<file path="config.mk">
export PLATFORM = sky130hd
export DESIGN_NAME = sby_ctrl
export DESIGN_NICKNAME = d
export VERILOG_FILES = /design/src/rtl/sby_pkg.sv /design/src/rtl/sby_sel_reg.sv /design/src/rtl/sby_stab_cnt.sv /design/src/rtl/sby_fsm.sv /design/src/rtl/sby_ctrl.sv
export SDC_FILE = /design/constraint.sdc
export NUM_CORES = 1
export LEC_CHECK = 0
export ABC_AREA = 0
export BUFFER_PORTS_ARGS = -buffer_cell sky130_fd_sc_hd__buf_2
export CAP_MARGIN = 10
export CELL_PAD_IN_SITES_DETAIL_PLACEMENT = 2
export CELL_PAD_IN_SITES_GLOBAL_PLACEMENT = 2
export CORE_MARGIN = 2
export CORE_UTILIZATION = 35
export DETAILED_ROUTE_END_ITERATION = 10
export PLACE_DENSITY_LB_ADDON = 0.1
export SLEW_MARGIN = 10
export SYNTH_ARGS = -nofsm -noshare
export SYNTH_HDL_FRONTEND = slang
export SYNTH_SLANG_ARGS = --single-unit
</file>
<file path="constraint.sdc">
create_clock -name clk -period 4 [get_ports clk]
set_input_delay 0.2 -clock clk [delete_from_list [all_inputs] [get_ports clk]]
set_output_delay 0.2 -clock clk [all_outputs]
set_load 0.05 [all_outputs]
</file>
<file path="src/rtl/sby_pkg.sv">
package sby_pkg;

  localparam int SBY_SEL_W = 3;
  localparam int SBY_LVLS  = 7;

  typedef enum logic [1:0] {
    SBY_ACTIVE = 2'd0,
    SBY_HALT   = 2'd1,
    SBY_STOP   = 2'd2,
    SBY_WAKE   = 2'd3
  } sby_state_e;

  // select code -> threshold level; codes 5 and 6 share a level
  function automatic int unsigned sel_to_lvl(input logic [SBY_SEL_W-1:0] code);
    case (code)
      3'd0:    return 0;
      3'd1:    return 1;
      3'd2:    return 2;
      3'd3:    return 3;
      3'd4:    return 4;
      3'd5:    return 5;
      3'd6:    return 5;
      default: return 6;
    endcase
  endfunction

  // exponent offset above the base for each level
  function automatic int unsigned lvl_exp_off(input int unsigned lvl);
    return (lvl == 0) ? 0 : lvl + 1;
  endfunction

endpackage

</file>
<file path="src/rtl/sby_sel_reg.sv">
module sby_sel_reg
  import sby_pkg::*;
(
  input  logic                 clk,
  input  logic                 rst_n,
  input  logic                 wr_en,
  input  logic                 cpu_active,
  input  logic [SBY_SEL_W-1:0] wr_data,
  output logic [SBY_SEL_W-1:0] sel_q
);

  logic                 load_ok;
  logic [SBY_SEL_W-1:0] sel_d;

  always_comb begin
    load_ok = wr_en & cpu_active;
    sel_d   = load_ok ? wr_data : sel_q;
  end

  always_ff @(posedge clk or negedge rst_n) begin
    if (!rst_n) sel_q <= '1;
    else        sel_q <= sel_d;
  end

endmodule

</file>
<file path="src/rtl/sby_stab_cnt.sv">
module sby_stab_cnt
  import sby_pkg::*;
#(
  parameter int EXP_BASE = 11
) (
  input  logic                 clk,
  input  logic                 rst_n,
  input  logic                 clr,
  input  logic                 run,
  input  logic                 tick,
  input  logic [SBY_SEL_W-1:0] sel,
  output logic [SBY_LVLS-1:0]  status,
  output logic                 done
);

  localparam int CNT_W = EXP_BASE + 8;

  logic [CNT_W-1:0] cnt_q, cnt_d, cnt_inc, sel_thr;

  always_comb begin
    cnt_inc = cnt_q + CNT_W'(1);
    sel_thr = CNT_W'(1) << (EXP_BASE + lvl_exp_off(sel_to_lvl(sel)));
    done    = run & tick & (cnt_inc == sel_thr);
    if (clr)              cnt_d = '0;
    else if (run && tick) cnt_d = cnt_inc;
    else                  cnt_d = cnt_q;
  end

  always_ff @(posedge clk or negedge rst_n) begin
    if (!rst_n) cnt_q <= '0;
    else        cnt_q <= cnt_d;
  end

  for (genvar g = 0; g < SBY_LVLS; g++) begin : g_lvl
    localparam logic [CNT_W-1:0] LVL_THR = CNT_W'(1) << (EXP_BASE + lvl_exp_off(g));
    assign status[g] = (cnt_q >= LVL_THR);
  end

endmodule

</file>
<file path="src/rtl/sby_fsm.sv">
module sby_fsm
  import sby_pkg::*;
(
  input  logic clk,
  input  logic rst_n,
  input  logic halt_req,
  input  logic stop_req,
  input  logic clk_on_sub,
  input  logic main_is_xtal,
  input  logic irq_pend,
  input  logic wait_done,
  output logic cnt_clr,
  output logic cnt_run,
  output logic cpu_active,
  output logic osc_on,
  output logic resume_q
);

  sby_state_e st_q, st_d;
  logic       resume_d;

  always_comb begin
    st_d     = st_q;
    resume_d = 1'b0;
    cnt_clr  = 1'b0;
    case (st_q)
      SBY_ACTIVE: begin
        if (!irq_pend) begin
          if (stop_req && !clk_on_sub) begin
            st_d    = SBY_STOP;
            cnt_clr = 1'b1;
          end else if (halt_req) begin
            st_d = SBY_HALT;
          end
        end
      end
      SBY_HALT: begin
        if (irq_pend) begin
          st_d     = SBY_ACTIVE;
          resume_d = 1'b1;
        end
      end
      SBY_STOP: begin
        if (irq_pend) begin
          if (main_is_xtal) begin
            st_d = SBY_WAKE;
          end else begin
            st_d     = SBY_ACTIVE;
            resume_d = 1'b1;
          end
        end
      end
      SBY_WAKE: begin
        if (wait_done) begin
          st_d     = SBY_ACTIVE;
          resume_d = 1'b1;
        end
      end
      default: st_d = SBY_ACTIVE;
    endcase
  end

  always_ff @(posedge clk or negedge rst_n) begin
    if (!rst_n) begin
      st_q     <= SBY_ACTIVE;
      resume_q <= 1'b0;
    end else begin
      st_q     <= st_d;
      resume_q <= resume_d;
    end
  end

  always_comb begin
    cpu_active = (st_q == SBY_ACTIVE);
    osc_on     = (st_q != SBY_STOP);
    cnt_run    = (st_q == SBY_WAKE);
  end

endmodule

</file>
<file path="src/rtl/sby_ctrl.sv">
module sby_ctrl
  import sby_pkg::*;
#(
  parameter int EXP_BASE = 11
) (
  input  logic                 clk,
  input  logic                 rst_n,
  input  logic                 halt_req,
  input  logic                 stop_req,
  input  logic                 clk_on_sub,
  input  logic                 main_is_xtal,
  input  logic                 irq_pend,
  input  logic                 osc_tick,
  input  logic                 sel_we,
  input  logic [SBY_SEL_W-1:0] sel_wdata,
  output logic                 cpu_clk_en,
  output logic                 xtal_osc_en,
  output logic                 hs_int_osc_en,
  output logic                 resume_pulse,
  output logic [SBY_SEL_W-1:0] stab_sel,
  output logic [SBY_LVLS-1:0]  stab_status
);

  logic cnt_clr, cnt_run, wait_done, cpu_active, osc_on;

  sby_fsm u_fsm (
    .clk          (clk),
    .rst_n        (rst_n),
    .halt_req     (halt_req),
    .stop_req     (stop_req),
    .clk_on_sub   (clk_on_sub),
    .main_is_xtal (main_is_xtal),
    .irq_pend     (irq_pend),
    .wait_done    (wait_done),
    .cnt_clr      (cnt_clr),
    .cnt_run      (cnt_run),
    .cpu_active   (cpu_active),
    .osc_on       (osc_on),
    .resume_q     (resume_pulse)
  );

  sby_stab_cnt #(.EXP_BASE(EXP_BASE)) u_cnt (
    .clk    (clk),
    .rst_n  (rst_n),
    .clr    (cnt_clr),
    .run    (cnt_run),
    .tick   (osc_tick),
    .sel    (stab_sel),
    .status (stab_status),
    .done   (wait_done)
  );

  sby_sel_reg u_sel (
    .clk        (clk),
    .rst_n      (rst_n),
    .wr_en      (sel_we),
    .cpu_active (cpu_active),
    .wr_data    (sel_wdata),
    .sel_q      (stab_sel)
  );

  assign cpu_clk_en    = cpu_active;
  assign xtal_osc_en   = osc_on;
  assign hs_int_osc_en = osc_on;

endmodule

</file>
==> results of run 1 <==
-- flip-flops by register name, summed over array words and instances (netlist names) --
signal          flops
u_fsm.st_q          2
u_fsm.resume_q      1
u_sel.sel_q         3
u_cnt.cnt_q        19
-- metrics by stage --
stage | total power [mW] | hold WS (ps) | setup slack [ps]
final | 1.359 | 142.8 | 780.8
after global routing | 1.471 | 143.8 | 374.0
after CTS | 1.381 | 143.1 | 810.7
after detailed placement | 1.210 | 265.7 | 828.4
after global placement | 1.189 | 263.5 | 899.7
after floorplan | 1.018 | -95.59 | 745.3
-- worst reg2reg max path, stage by stage, from the launching register on --
cell and delay (ps):
dfstp_2 620, inv_1 80, a21boi_0 340, inv_1 120
ha_1 230, nand2b_1 170, nor3_1 250, xnor2_1 200
nor4b_1 310, o31ai_1 200, a2111oi_2 430, o32ai_1 130
-- layout by cell type, fill, tap and decap left out, types with 6 or more instances in the layout --
cell      instances
nor2_1           19
and3_1            6
nand2b_1          6
buf_2            25
nand4_1           8
a21oi_1           7
o31ai_1           6
ha_1              7
dfrtp_1          22
nand3_1          13
xnor2_1           8
o21ai_0          28
nand2_1          20
inv_1             8
-- metal layers --
layer  up-vias  wire length [um]  part of all wire
li1        902                 -                 -
met1       934              2843              0.48
met2        19              2885              0.49
met3         2               116             0.020
met4         0                29            0.0049
met5         -                 0                 0
-- final timing paths --
| kind | to | slack [ps] | startpoint |
|---|---|---|---|
| setup / recovery | u_fsm.st_q[1] | 780 | u_sel.sel_q[0] |
| hold / removal | u_sel.sel_q[1] | 140 | sel_wdata[1] |
| setup reg to reg | u_fsm.st_q[1] | 780 | u_sel.sel_q[0] |
| hold reg to reg | u_cnt.cnt_q[4] | 570 | u_cnt.cnt_q[4] |
| max in group asynchronous | u_cnt.cnt_q[18] | 3100 | rst_n |
| min in group asynchronous | u_cnt.cnt_q[13] | 480 | rst_n |
-- power groups by stage --
stage	Sequential, mW	Clock [mW]	Combinational, mW
floorplan	0.428	0	0.589
global route	0.399	0.175	0.897
detailed placement	0.391	0	0.820
CTS	0.386	0.170	0.825
finish	0.386	0.163	0.810
global placement	0.389	0	0.800
-- cell type report --
type	count	area [um2]
Fill cell	630	3306
Multi-Input combinational cell	192	1264
Sequential cell	25	629.4
Timing Repair Buffer	27	142.6
Tap cell	72	90.09
Clock buffer	4	45.04
Inverter	8	30.03
-- logic make-up after synthesis --
kind of cell               after synthesis  share of synthesized area
buffers and inverters                   25                    0.05743
DFF                                     25                     0.3140
muxes                                    6                    0.03495
xor gates and xnor gates                14                    0.07490
AOI/OAI and AO/OA                       62                     0.1966
adders and majority gates                7                    0.04369
and+or+nand+nor                        103                     0.2784
==> out/results.ini, run 1 <==
[floorplan]
die_h_um=79.68
rows=27
start_util=0.3640
coreArea_um2=5507
io_pins=26
dieArea_um2=6348
die_w_um=79.68

[placed_design]
numPortBuffers=25
gp_congestion=0.7669
dp_hpwl_mm=4.316
place_inst=323
dpl-instance-area_um2=2146

[worst_setup_path]
max_stage_delay_ps=620
critPathTopFamily=compound AO/OA/AOI/OAI gates
critPathMaxFanout=7
end_kind=register
cp_common_cell=inv_1
crit_chain=inv_1 > a21boi_0 > inv_1 > ha_1 > nand2b_1 > nor3_1 > xnor2_1 > nor4b_1 > o31ai_1 > a2111oi_2 > o32ai_1
cp_num_buf_inv=2
r2r_cells=11
crit_required_ps=4140
crit_type=register to register
slowest_stage=dfstp_2
cp.depth=11
critPathLaunchType=register
worstPathArrival_ps=3360

[sta]
clock.fmax_ghz=0.3106
tightestPinTransition_ps=961.2
finalHoldViolCount=0
finalSetupViolCount=0
period_share=0.8048
rsz0062_at_grt=no
max_slew_margin=0.3592
finClkSkew_ps=17.23
period_needed_ps=3219
slew_viol_final=0
final.setup.tns_ps=0

[drt]
dr.pass1.iters=4
avgRoutedWirePerCell_um=17.91
num_vias=1857
ant_nets=0
drt_iter0_markers=108
wl_mm=5.873
avgViaCountPerCell=5.662
post-route-drc-count=0

[pwr]
power_density_nw_per_um2=617.7
pwr-share-seq=0.284
switching_share=0.4996
power_frac_comb=0.596
clkPwrFrac=0.120
p_leak_nw=0.9371
p_sw_mw=0.6791
power.internal_mw=0.6803
ir_worst_vdd_mv=0.5407

[clocking]
cts_made_buffers=3
clock_sinks=25
htreeDepth=1
root_buffer=clkbuf_8
cts_tree=built
clock_latency_ps=280
cts.reportedPaths.clkPinSlew_ps=110
cts_hold_repair.buffers=1
cts_buffer_depth=2
ctsResizeCount=0
post-cts-setup-buffer-count=0

[final_layout]
final_util=0.3997
stdcell_count=328
antenna_cells=0
area_growth_pct=9.800
design_area_um2=2201
drive_gt1_frac=0.1836
nNetsFinal=276

[worst_hold_path]
min_path_type=input port to register
worstHoldPathCells=2

[global_route]
grt_use_met2=0.3672
grt_first_pass_wirelength_mm=10.10
gr-max-usage-layer=met2
grt_usage=0.2037
antenna_found_initial=0
grt_pass1_vias=1981
use_met3=0.02262
globalRouteOverflowTotal=0
gr-usage-met1=0.2635
grt_max_degree=26

[synthesis]
synth_area_leader_cell=dfrtp_1
yosys-top-cells-area=dfrtp_1, o21ai_0, ha_1
syn_area_per_cell_um2=8.283
syn-num-nets=261
synth_edf_count=0
synthTopCellsByCount=o21ai_0, dfrtp_1, nand2_1, nor2_1, nand3_1
yosys_warnings=0
ys_types=53
synth.top_cell.area_share=0.2747
ys_seq_area_frac=0.3140
synth.most_common_cell=o21ai_0
syn_area_um2=2004
ys_seq_elements=25
synthArstFlopShare=1.000
syn_inst=242
synth_top_flop_cell=dfrtp_1

[run]
maxCapViolCount=0

[outcome]
status=completed

Note: power is estimated with default switching activity, not from simulation.
==> run 2: changes to the inputs <==
--- a/config.mk
+++ b/config.mk
@@ -5,13 +5,13 @@
 export SDC_FILE = /design/constraint.sdc
 export NUM_CORES = 1
 export LEC_CHECK = 0
-export ABC_AREA = 0
+export ABC_AREA = 1
 export BUFFER_PORTS_ARGS = -buffer_cell sky130_fd_sc_hd__buf_2
 export CAP_MARGIN = 10
 export CELL_PAD_IN_SITES_DETAIL_PLACEMENT = 2
 export CELL_PAD_IN_SITES_GLOBAL_PLACEMENT = 2
 export CORE_MARGIN = 2
-export CORE_UTILIZATION = 35
+export CORE_UTILIZATION = 28
 export DETAILED_ROUTE_END_ITERATION = 10
 export PLACE_DENSITY_LB_ADDON = 0.1
 export SLEW_MARGIN = 10
==> constraint.sdc (replaced) <==
create_clock -name clk -period 2.9 [get_ports clk]
set_input_delay 0.145 -clock clk [delete_from_list [all_inputs] [get_ports clk]]
set_output_delay 0.145 -clock clk [all_outputs]
set_load 0.05 [all_outputs]
==> run 2 against run 1 <==
  * Critical endpoint is now u_fsm.st_q[0]
  * Die area rose by 27%
  * First-iteration DRC count down 44%
  * Largest power group unchanged
  * Combinational power grew 120%
  * Global-route usage fell by 3.4 points
  * Cell area increased by 7.7%
  * Non-clock buffer count grew 2
  * Critical path type unchanged
==> out/results.ini, run 2 <==
[final_layout]
stdcell_count=444  ; +35%
nNetsFinal=365  ; +32%
final_util=0.3285  ; -0.07120
reg.largest.list=u_cnt.cnt_q x19, u_sel.sel_q x3, u_fsm.st_q x2
largest_register_ff_count=19  ; unchanged
antenna_cells=0  ; unchanged
mostFrequentLayoutCells=nand2_1, inv_1, nor2_1, nand3_1, buf_2
area_growth_pct=14.79
regMostFlops=u_cnt.cnt_q
layout_commonest_cell=nand2_1
drive_gt1_frac=0.1855  ; +0.001913

[worst_setup_path]
worstPathArrival_ps=2720  ; -640 ps
critPathLaunchType=register
r2r_cells=21  ; +10
crit_chain=inv_1 > nand2_1 > nand3_1 > nand2_2 > inv_1 > ha_1 > nand2_1 > inv_1 > nor2_2 > nand2_2 > inv_1 > nand3_1 > nand2_2 > nand2_1 > xor2_1 > nor2_1 > nand2_2 > nand2_2 > nand2_2 > nand2_1 > nand2_1
r2r-end=u_fsm.st_q[0]
reg2reg_slack_ps=360  ; -420 ps
cp_common_cell=nand2_2
reg2reg_from=u_sel.sel_q[2]
slowest_stage=dfstp_2
critPathMaxFanout=5  ; -2
crit_type=register to register
critPathTopFamily=simple AND/OR/NAND/NOR gates
crit_required_ps=3080  ; -1060 ps
end_kind=register
cp_num_buf_inv=4  ; +2
cp.depth=21  ; +10
max_stage_delay_ps=550  ; -70 ps

[sta]
max_slew_margin=0.5548  ; +0.1955
tightestPinTransition_ps=667.8  ; -293.3 ps
rsz0062_at_grt=no
finalHoldViolCount=0  ; unchanged
period_needed_ps=2541  ; -678.1 ps
slew_viol_final=0  ; unchanged
finalSetupViolCount=0  ; unchanged
clock.fmax_ghz=0.3935  ; +27%
period_share=0.8762  ; +0.07145
fin_hold_ws_ps=107.7  ; -35.10 ps
final.setup.tns_ps=0  ; unchanged
finClkSkew_ps=2.925  ; -14.30 ps

[floorplan]
rows=31  ; +15%
die_h_um=89.87  ; +13%
dieArea_um2=8076  ; +27%
coreArea_um2=7214  ; +31%
io_pins=26  ; unchanged
start_util=0.2862  ; -0.07785
die_w_um=89.87  ; +13%

[drt]
num_vias=2116  ; +14%
dr.pass1.iters=4  ; unchanged
drt_iter0_markers=61  ; -44%
avgViaCountPerCell=4.766  ; -16%
ant_nets=0  ; unchanged
wl_mm=6.559  ; +12%
post-route-drc-count=0  ; unchanged
avgRoutedWirePerCell_um=14.77  ; -17%

[placed_design]
dp_hpwl_mm=5.167  ; +20%
place_inst=438  ; +36%
numPortBuffers=25  ; unchanged
gp_congestion=0.7851  ; +2.4%

[pwr]
ir_worst_vdd_mv=0.5260  ; -2.7%
power_density_nw_per_um2=1111  ; +80%
p_leak_nw=1.211  ; +29%

[global_route]
grt_usage=0.1702  ; -0.03351
grt_pass1_vias=2336  ; +18%
antenna_found_initial=0  ; unchanged
grt_first_pass_wirelength_mm=11.25  ; +11%
globalRouteOverflowTotal=0  ; unchanged
grt_max_degree=26  ; unchanged

[synthesis]
syn_area_per_cell_um2=6.472  ; -22%
ys_seq_area_frac=0.3048  ; -0.009134
synth_top_family_by_area=simple AND/OR/NAND/NOR gates
synthSimpleGateAreaFrac=0.4339  ; +0.1555
synth_area_leader_cell=dfrtp_1
yosys.area_share.xor_xnor=0.02909  ; -0.04582
synth.most_common_cell=nand2_1
synthTopCellsByCount=nand2_1, inv_1, nor2_1, nand3_1, dfrtp_1
yosys_warnings=0  ; unchanged
synth_edf_count=0  ; unchanged
syn-num-nets=338  ; +30%
syn_inst=319  ; +32%
synth.top_cell.area_share=0.2667  ; -0.007990
ys_seq_elements=25  ; unchanged
yosys-top-cells-area=dfrtp_1, nand2_1, inv_1
synth_mux_area_frac=0  ; -0.03496
syn_area_um2=2064  ; +3.0%
synth_fa_ha_area_frac=0.04242  ; -0.001271
ys_types=28  ; -47%
synth_top_flop_cell=dfrtp_1
synth-compound-area-share=0.08606  ; -0.1106
synthArstFlopShare=1.000  ; unchanged

[worst_hold_path]
holdPathEnd=u_sel.sel_q[1]
hold_start=sel_wdata[1]
worstHoldPathCells=3  ; +1
min_path_type=input port to register

[clocking]
clock_latency_ps=270  ; about the same
htreeDepth=1  ; unchanged
cts_buffer_depth=2  ; unchanged
clock_sinks=25  ; unchanged
cts_made_buffers=3  ; unchanged
cts_tree=built
cts.reportedPaths.clkPinSlew_ps=100  ; about the same
root_buffer=clkbuf_8

[run]
maxCapViolCount=0  ; unchanged

[outcome]
status=completed

-- run 2: where the power goes --
group / switching, mW / internal (mW) / total, mW
combinational: 1.32 / 0.478 / 1.80
clock: 0.127 / 0.0987 / 0.226
sequential: 0.138 / 0.473 / 0.611
-- run 2: kinds of logic after synthesis --
logic type                 Yosys count
DFF                                 25
AOI/OAI and AO/OA                   31
buffers and inverters               54
and+or+nand+nor                    196
adders and majority gates            7
xor gates and xnor gates             6
-- run 2: final cells by class --
type,instances,area (um2)
fillers,928,4845
multi-input cells,240,1234
repair buffers,29,161.4
flip-flops and latches,25,629.4
well taps,99,123.9
clock buffers,4,45.04
inverters,47,176.4
-- run 2: timing repair --
item                                    4_1_cts  5_1_grt
gates resized for setup                       0        6
hold buffers                                  1        0
endpoints found under the setup margin        0        2
buffers inserted                              0        1
endpoints found under the hold margin        22        0
-- run 2: how the worst max path moves through the flow --
stage,startpoint,end,slack (ps)
floorplan,u_sel.sel_q[2],u_fsm.st_q[1],330
CTS,u_sel.sel_q[2],u_fsm.st_q[0],280
global route,u_sel.sel_q[0],u_fsm.st_q[0],10
detailed placement,u_sel.sel_q[2],u_fsm.st_q[0],290
global placement,u_sel.sel_q[0],u_fsm.st_q[1],380
finish,u_sel.sel_q[2],u_fsm.st_q[0],360
-- run 2: through the flow --
| stage | power (mW) | cell area [um2] | worst slack [ps] |
|---|---|---|---|
| detailed placement | 2.379 | 2291 | 290.8 |
| finish | 2.633 | 2370 | 358.9 |
| floorplan | 1.950 | 2064 | 332.1 |
| global route | 2.909 | 2370 | 12.88 |
| CTS | 2.621 | 2346 | 277.9 |
| global placement | 2.342 | 2291 | 376.4 |
-- run 2: layer usage --
metal,share of wire,track usage,wire length [um],vias to the layer above
met3,0.018,0.01257,121,2
met5,0,0,0,-
met4,0.0040,0.03077,26,0
met1,0.46,0.2212,3043,1037
li1,-,-,-,1056
met2,0.51,0.3125,3367,21
-- run 2: worst register-to-register path: stages (launching register included) --
cell,delay [ps]
dfstp_2,550
inv_1,90
nand2_1,70
nand3_1,80
nand2_2,110
inv_1,70
ha_1,210
nand2_1,70
inv_1,40
nor2_2,110
nand2_2,90
inv_1,80
nand3_1,90
nand2_2,100
nand2_1,60
xor2_1,150
nor2_1,130
nand2_2,80
nand2_2,80
nand2_2,60
nand2_1,70
nand2_1,50
